--- src/rtl/sau_pkg.sv ---
`timescale 1ns/1ps
package sau_pkg;

  typedef enum logic [2:0] {
    OP_ADD    = 3'd0,
    OP_SUB    = 3'd1,
    OP_NEG    = 3'd2,
    OP_TO2C   = 3'd3,
    OP_FROM2C = 3'd4,
    OP_RESIZE = 3'd5,
    OP_RSV6   = 3'd6,
    OP_RSV7   = 3'd7
  } sau_op_e;

  typedef enum logic [1:0] {
    FMT_SM     = 2'd0,
    FMT_OC     = 2'd1,
    FMT_TC     = 2'd2,
    FMT_TC_ALT = 2'd3
  } sau_fmt_e;

endpackage

--- src/rtl/sau_addsub.sv ---
`timescale 1ns/1ps
// Two's-complement add / subtract / negate with two independent overflow detectors.
module sau_addsub #(
  parameter int W = 8
) (
  input  logic [W-1:0] x_i,
  input  logic [W-1:0] y_i,
  input  logic         sub_i,
  input  logic         neg_i,
  output logic [W-1:0] sum_o,
  output logic         ovf_carry_o,
  output logic         ovf_dsign_o
);

  localparam int DW = W + 1;

  logic [W-1:0]  opa, opb, ysel;
  logic          cin;
  logic [W-1:0]  low_ext;
  logic          c_into_sign;
  logic [1:0]    top_ext;
  logic [DW-1:0] dsum;

  // operand selection: negate computes 0 + ~x + 1
  always_comb begin
    ysel = neg_i ? x_i : y_i;
    opa  = neg_i ? '0 : x_i;
    cin  = sub_i | neg_i;
    opb  = cin ? ~ysel : ysel;
  end

  // detector A: ripple split at the sign position, carries compared
  always_comb begin
    low_ext     = {1'b0, opa[W-2:0]} + {1'b0, opb[W-2:0]} + W'(cin);
    c_into_sign = low_ext[W-1];
    top_ext     = {1'b0, opa[W-1]} + {1'b0, opb[W-1]} + {1'b0, c_into_sign};
    sum_o       = {top_ext[0], low_ext[W-2:0]};
    ovf_carry_o = c_into_sign ^ top_ext[1];
  end

  // detector B: one duplicated sign bit, top two sum bits compared
  always_comb begin
    dsum        = {opa[W-1], opa} + {opb[W-1], opb} + DW'(cin);
    ovf_dsign_o = dsum[W] ^ dsum[W-1];
  end

endmodule

--- src/rtl/sau_fmt_conv.sv ---
`timescale 1ns/1ps
// Encoding conversion to and from two's complement.
module sau_fmt_conv
  import sau_pkg::*;
#(
  parameter int W = 8
) (
  input  logic [W-1:0] val_i,
  input  sau_fmt_e     fmt_i,
  output logic [W-1:0] to_tc_o,
  output logic [W-1:0] from_tc_o,
  output logic         err_o
);

  localparam logic [W-1:0] MIN_PAT = {1'b1, {(W-1){1'b0}}};

  logic         sgn;
  logic         is_tc;
  logic [W-1:0] oc_form;
  logic [W-1:0] mag;

  assign sgn   = val_i[W-1];
  assign is_tc = (fmt_i == FMT_TC) || (fmt_i == FMT_TC_ALT);

  // into two's complement: sign-magnitude -> ones' complement -> +1
  always_comb begin
    oc_form = val_i;
    if (sgn && (fmt_i == FMT_SM)) oc_form = {1'b1, ~val_i[W-2:0]};
    to_tc_o = (sgn && !is_tc) ? oc_form + W'(1) : oc_form;
  end

  // out of two's complement
  always_comb begin
    mag       = ~val_i + W'(1);
    from_tc_o = val_i;
    err_o     = 1'b0;
    if (!is_tc && sgn) begin
      if (val_i == MIN_PAT) begin
        err_o     = 1'b1;
        from_tc_o = '0;
      end else if (fmt_i == FMT_SM) begin
        from_tc_o = {1'b1, mag[W-2:0]};
      end else begin
        from_tc_o = {1'b1, ~mag[W-2:0]};
      end
    end
  end

endmodule

--- src/rtl/sau_resize.sv ---
`timescale 1ns/1ps
// Sign-extend or truncate a two's-complement value to m bits (1..RW).
module sau_resize #(
  parameter int W   = 8,
  parameter int RW  = 2 * W,
  parameter int TWW = $clog2(RW + 1)
) (
  input  logic [W-1:0]   val_i,
  input  logic [TWW-1:0] tw_i,
  output logic [RW-1:0]  res_o,
  output logic           ok_o
);

  logic [TWW-1:0] m_sel;
  logic           top_bit;

  always_comb begin
    if (tw_i == '0)               m_sel = TWW'(1);
    else if (tw_i > TWW'(RW))     m_sel = TWW'(RW);
    else                          m_sel = tw_i;
  end

  // one mux per result bit: value bit, sign copy, or zero above m
  for (genvar g = 0; g < RW; g++) begin : g_bit
    if (g < W) begin : g_in
      assign res_o[g] = (m_sel > TWW'(g)) ? val_i[g] : 1'b0;
    end else begin : g_ext
      assign res_o[g] = (m_sel > TWW'(g)) ? val_i[W-1] : 1'b0;
    end
  end

  // narrowing keeps the value only if all dropped bits equal the new sign
  always_comb begin
    top_bit = val_i[W-1];
    for (int i = 0; i < W; i++)
      if (i == int'(m_sel) - 1) top_bit = val_i[i];
    ok_o = 1'b1;
    for (int i = 0; i < W; i++)
      if ((i >= int'(m_sel)) && (val_i[i] != top_bit)) ok_o = 1'b0;
  end

endmodule

--- src/rtl/sgn_arith_unit.sv ---
`timescale 1ns/1ps
module sgn_arith_unit
  import sau_pkg::*;
#(
  parameter  int W       = 8,
  parameter  bit REG_OUT = 1'b1,
  localparam int RW      = 2 * W,
  localparam int TWW     = $clog2(RW + 1)
) (
  input  logic           clk,
  input  logic           rst_n,
  input  logic [2:0]     op_i,
  input  logic [1:0]     fmt_i,
  input  logic [TWW-1:0] tw_i,
  input  logic [W-1:0]   a_i,
  input  logic [W-1:0]   b_i,
  output logic [RW-1:0]  res_o,
  output logic           ovf_carry_o,
  output logic           ovf_dsign_o,
  output logic           rsz_ok_o,
  output logic           cnv_err_o
);

  sau_op_e  op_e;
  sau_fmt_e fmt_e;
  assign op_e  = sau_op_e'(op_i);
  assign fmt_e = sau_fmt_e'(fmt_i);

  logic [W-1:0]  add_sum, to_tc, from_tc;
  logic          add_ovf_c, add_ovf_d, conv_err;
  logic [RW-1:0] rz_res;
  logic          rz_ok;

  sau_addsub #(.W(W)) u_addsub (
    .x_i         (a_i),
    .y_i         (b_i),
    .sub_i       (op_e == OP_SUB),
    .neg_i       (op_e == OP_NEG),
    .sum_o       (add_sum),
    .ovf_carry_o (add_ovf_c),
    .ovf_dsign_o (add_ovf_d)
  );

  sau_fmt_conv #(.W(W)) u_conv (
    .val_i     (a_i),
    .fmt_i     (fmt_e),
    .to_tc_o   (to_tc),
    .from_tc_o (from_tc),
    .err_o     (conv_err)
  );

  sau_resize #(.W(W), .RW(RW), .TWW(TWW)) u_resize (
    .val_i (a_i),
    .tw_i  (tw_i),
    .res_o (rz_res),
    .ok_o  (rz_ok)
  );

  // next-state selection
  logic [RW-1:0] res_d;
  logic          ovf_c_d, ovf_d_d, ok_d, err_d;

  always_comb begin
    res_d   = '0;
    ovf_c_d = 1'b0;
    ovf_d_d = 1'b0;
    ok_d    = 1'b0;
    err_d   = 1'b0;
    unique case (op_e)
      OP_ADD, OP_SUB, OP_NEG: begin
        res_d   = RW'(add_sum);
        ovf_c_d = add_ovf_c;
        ovf_d_d = add_ovf_d;
      end
      OP_TO2C:   res_d = RW'(to_tc);
      OP_FROM2C: begin
        res_d = RW'(from_tc);
        err_d = conv_err;
      end
      OP_RESIZE: begin
        res_d = rz_res;
        ok_d  = rz_ok;
      end
      default: ;
    endcase
  end

  if (REG_OUT) begin : g_reg
    logic [1:0] rst_sync;
    logic       rst_int_n;

    always_ff @(posedge clk or negedge rst_n) begin
      if (!rst_n) rst_sync <= 2'b00;
      else        rst_sync <= {rst_sync[0], 1'b1};
    end
    assign rst_int_n = rst_sync[1];

    always_ff @(posedge clk or negedge rst_int_n) begin
      if (!rst_int_n) begin
        res_o       <= '0;
        ovf_carry_o <= 1'b0;
        ovf_dsign_o <= 1'b0;
        rsz_ok_o    <= 1'b0;
        cnv_err_o   <= 1'b0;
      end else begin
        res_o       <= res_d;
        ovf_carry_o <= ovf_c_d;
        ovf_dsign_o <= ovf_d_d;
        rsz_ok_o    <= ok_d;
        cnv_err_o   <= err_d;
      end
    end
  end else begin : g_comb
    assign res_o       = res_d;
    assign ovf_carry_o = ovf_c_d;
    assign ovf_dsign_o = ovf_d_d;
    assign rsz_ok_o    = ok_d;
    assign cnv_err_o   = err_d;
  end


  ovf_agree_chk: assert property (@(posedge clk) disable iff (!rst_n)
    add_ovf_c == add_ovf_d);


  cnv_zero_chk: assert property (@(posedge clk) disable iff (!rst_n)
    err_d |-> (res_d == '0));


  ovf_scope_chk: assert property (@(posedge clk) disable iff (!rst_n)
    !(op_e inside {OP_ADD, OP_SUB, OP_NEG}) |-> (!ovf_c_d && !ovf_d_d));


  err_scope_chk: assert property (@(posedge clk) disable iff (!rst_n)
    (op_e != OP_FROM2C) |-> !err_d);


  widen_ok_chk: assert property (@(posedge clk) disable iff (!rst_n)
    ((op_e == OP_RESIZE) && (int'(tw_i) >= W)) |-> ok_d);


  tc_pass_chk: assert property (@(posedge clk) disable iff (!rst_n)
    ((op_e == OP_TO2C) && fmt_i[1]) |-> (res_d == RW'(a_i)));

endmodule

--- config.mk ---
export PLATFORM = sky130hd
export DESIGN_NAME = sgn_arith_unit
export DESIGN_NICKNAME = d
export VERILOG_FILES = /design/src/rtl/sau_pkg.sv /design/src/rtl/sau_addsub.sv /design/src/rtl/sau_fmt_conv.sv /design/src/rtl/sau_resize.sv /design/src/rtl/sgn_arith_unit.sv
export SDC_FILE = /design/constraint.sdc
export NUM_CORES = 1
export LEC_CHECK = 0
export ABC_AREA = 1
export ABC_CLOCK_PERIOD_IN_PS = 800
export CORE_AREA = 4 4 105 107
export DETAILED_ROUTE_END_ITERATION = 7
export DIE_AREA = 0 0 109 111
export PLACE_DENSITY = 0.5
export SLEW_MARGIN = 30
export SYNTH_ARGS = -nofsm -noshare
export SYNTH_HDL_FRONTEND = slang
export SYNTH_SLANG_ARGS = --single-unit
export TNS_END_PERCENT = 5
--- constraint.sdc ---
create_clock -name clk -period 0.8 [get_ports clk]
set_input_delay 0.08 -clock clk [delete_from_list [all_inputs] [get_ports clk]]
set_output_delay 0.08 -clock clk [all_outputs]
set_load 0.02 [all_outputs]
==> metrics.txt <==
peak fanout along the critical path 5; drt via density 4.28; grt ovf 0; setup TNS -15.07 ns; vias in the first global route 2813; first-pass GRT wire length 13100 um; GRT Util Overall 13.3%; crit share post-route 300%; net count after synthesis 383; largest family of logic cells by synthesized area simple AND/OR/NAND/NOR gates; Cell Area, Synth 2290 um^2; fin nets 545; Worst Skew 0.000528 ns; depth of the CTS H-tree 1; CTS buffer count 3; Setup crit start kind input port; P&R area growth vs syn 73.3%; DP Wirelength 6660 um; Lkg Pwr 2.05 nW; P per Cell Area 1120 nW/um^2; IO Port Bufs 47; CTS tree yes; Diodes inserted 0; maximum vdd drop 0.517 mV; status finished, violations left; share of layout cells above drive strength 1 42.3%; Routed Antenna Nets 0; Iter 0 DRT Violations 89; Slew Viols, Final 0; Min Hold Slack 0.135 ns; Seq/Total Area, Yosys 24.1%; # rows 37; Die Width 109 um; DIE AREA 12100 um^2; WP data arrival 2.58 ns; top cells by area, synth dfrtp_1, nand2_1, inv_1, xor2_1, nor2_1; Synth Register Bits 22; Setup WS post-layout -1.60 ns; core area 10100 um^2; Synth top cells by count nand2_1, inv_1, nor2_1, nand3_1, dfrtp_1; critical path class input port to flop; share of the synthesized area in the top cell type 24.1%; count leader, synth nand2_1; Post-Synthesis Cells 344; Worst Path Required 0.98 ns; Top FF cell, synth dfrtp_1; CTS clk-pin slew, worst paths 0.06 ns; Filler cells 1047; drt wl/cell 12.3 um; 1st-pass router iterations 4; failing checks negative setup slack; largest net degree at the start of global routing 21; Max Root-Sink Buffers 2; Top-Level Pins 48; antenna violations before repair 0; synthesized area per cell 6.65 um^2; Synth Area in Adders 7.00%; clock sinks 22; worst-skew pair later-pin latency 0.25 ns; Highest Clock Rate 0.417 GHz; Fin. Hold Viols 0; hold crit path type input port to flop; Starting Density 22.6%; via count 2739; Post-synth EDFFs 0; Synth Area in Simple Gates 33.0%; fraction of registers with async set/reset 100%; Final min period 2.40 ns; number of remaining DRC errors 0; drt total wl 7850 um; Root Driver clkbuf_8; CP endpoint kind flop; Yosys cell types 41; Yosys warnings 0; placer's final routability congestion estimate 0.926; post-synthesis mux area share 0%; maxcap violations 0; RSZ-0062 raised after global routing true; Die Ht 111 um; post-synthesis compound-gate area fraction 15.9%; xor/xnor share of the synthesized area 9.57%; final setup fails 39; Synth area leader dfrtp_1
## layout make-up
cell class                      count  area [um^2]  share of cell area [%]
Clock buffer                        3         41.3                    1.04
Inverter                           56          220                    5.55
Multi-Input combinational cell    261         1730                    43.5
Sequential cell                    22          551                    13.9
Tap cell                          136          170                    4.29
Timing Repair Buffer              162         1260                    31.7
## cell usage in the layout (no fill, tap or decap), types with 4 or more instances in the layout
cell type and instances:
nand3_1 21, nand2_2 8, xnor2_1 4, o211ai_1 6, buf_2 19, buf_6 8, nor2_4 4, nor2_2 6
o21ai_1 4, inv_1 39, nand2_1 69, a21oi_2 4, nor2_1 32, a21oi_1 10, o21ai_2 4, nand4_1 7
o21ai_0 10, buf_4 109, inv_2 13, xor2_1 17, dlygate4sd2_1 8, clkdlybuf4s50_1 9, ha_1 7, dfrtp_1 22
## registers in the layout, indices dropped and copies added (netlist names)
signal	flops
ovf_carry_o	1
cnv_err_o	1
g_reg.rst_sync	2
ovf_dsign_o	1
res_o	16
rsz_ok_o	1
## repair_timing
action                                 4_1_cts  5_1_grt
setup endpoints to repair                   40       40
pin swaps                                   33       19
resized for setup                          149       26
setup buffers                               11        5
cloned                                       1        0
endpoints found under the hold margin        2        0
hold buffers                                 1        0
## routing by layer
metal | global-route usage [%] | share of wire, % | vias up
li1 | - | - | 1433
met2 | 22.9 | 48 | 51
met3 | 0.757 | 3.6 | 4
met1 | 18.4 | 48 | 1251
met5 | 0 | 0 | -
met4 | 2.53 | 0.61 | 0
## through the flow
stage / power (mW) / instances / cell area [um^2] / utilization (%) / setup WS (ns)
finish: 4.43 / 640 / 3970 / 39.1 / -1.60
CTS: 4.33 / 635 / 3840 / 37.9 / -1.56
global placement: 3.60 / 619 / 3700 / 36.5 / -2.28
detailed placement: 3.63 / 619 / 3700 / 36.5 / -2.35
global route: 4.77 / 640 / 3970 / 39.1 / -1.73
floorplan: 2.47 / 344 / 2360 / - / -1.69
## final timing paths
kind	startpoint	end	slack, ns	cells past startpoint
max in group asynchronous	rst_n	g_reg.rst_sync[0]$_DFF_PN0_	0.15	2
hold / removal	tw_i[4]	res_o[11]$_DFF_PN0_	0.14	3
min in group asynchronous	g_reg.rst_sync[1]$_DFF_PN0_	res_o[15]$_DFF_PN0_	0.21	1
hold reg to reg	g_reg.rst_sync[1]$_DFF_PN0_	res_o[15]$_DFF_PN0_	0.21	1
setup reg to reg	g_reg.rst_sync[0]$_DFF_PN0_	g_reg.rst_sync[1]$_DFF_PN0_	0.33	0
setup / recovery	op_i[1]	ovf_dsign_o$_DFF_PN0_	-1.60	18
## worst max-delay path, stage by stage
cell	delay, ns
buf_8	0.10
buf_6	0.12
a21oi_4	0.17
o21ai_4	0.13
inv_4	0.08
xor2_2	0.16
inv_1	0.06
ha_2	0.17
a21oi_2	0.17
nor2_2	0.07
a211oi_4	0.19
a21oi_2	0.10
o21ai_2	0.17
nand2_2	0.08
inv_2	0.07
fa_1	0.42
xor2_1	0.17
nor2_1	0.09
## cells by family after synthesis
logic type | after synthesis
buffers and inverters | 62
adder cells (fa/ha/maj) | 11
XOR/XNOR | 25
flip-flops | 22
AO/OA/AOI/OAI | 57
other | 1
AND/OR/NAND/NOR | 166
## report_power, final
part	internal, mW	switching (mW)
logic	1.24	1.32
registers	1.22	0.0267
clock network	0.334	0.286
total	2.80	1.63
Note: power is estimated with default switching activity, not from simulation.
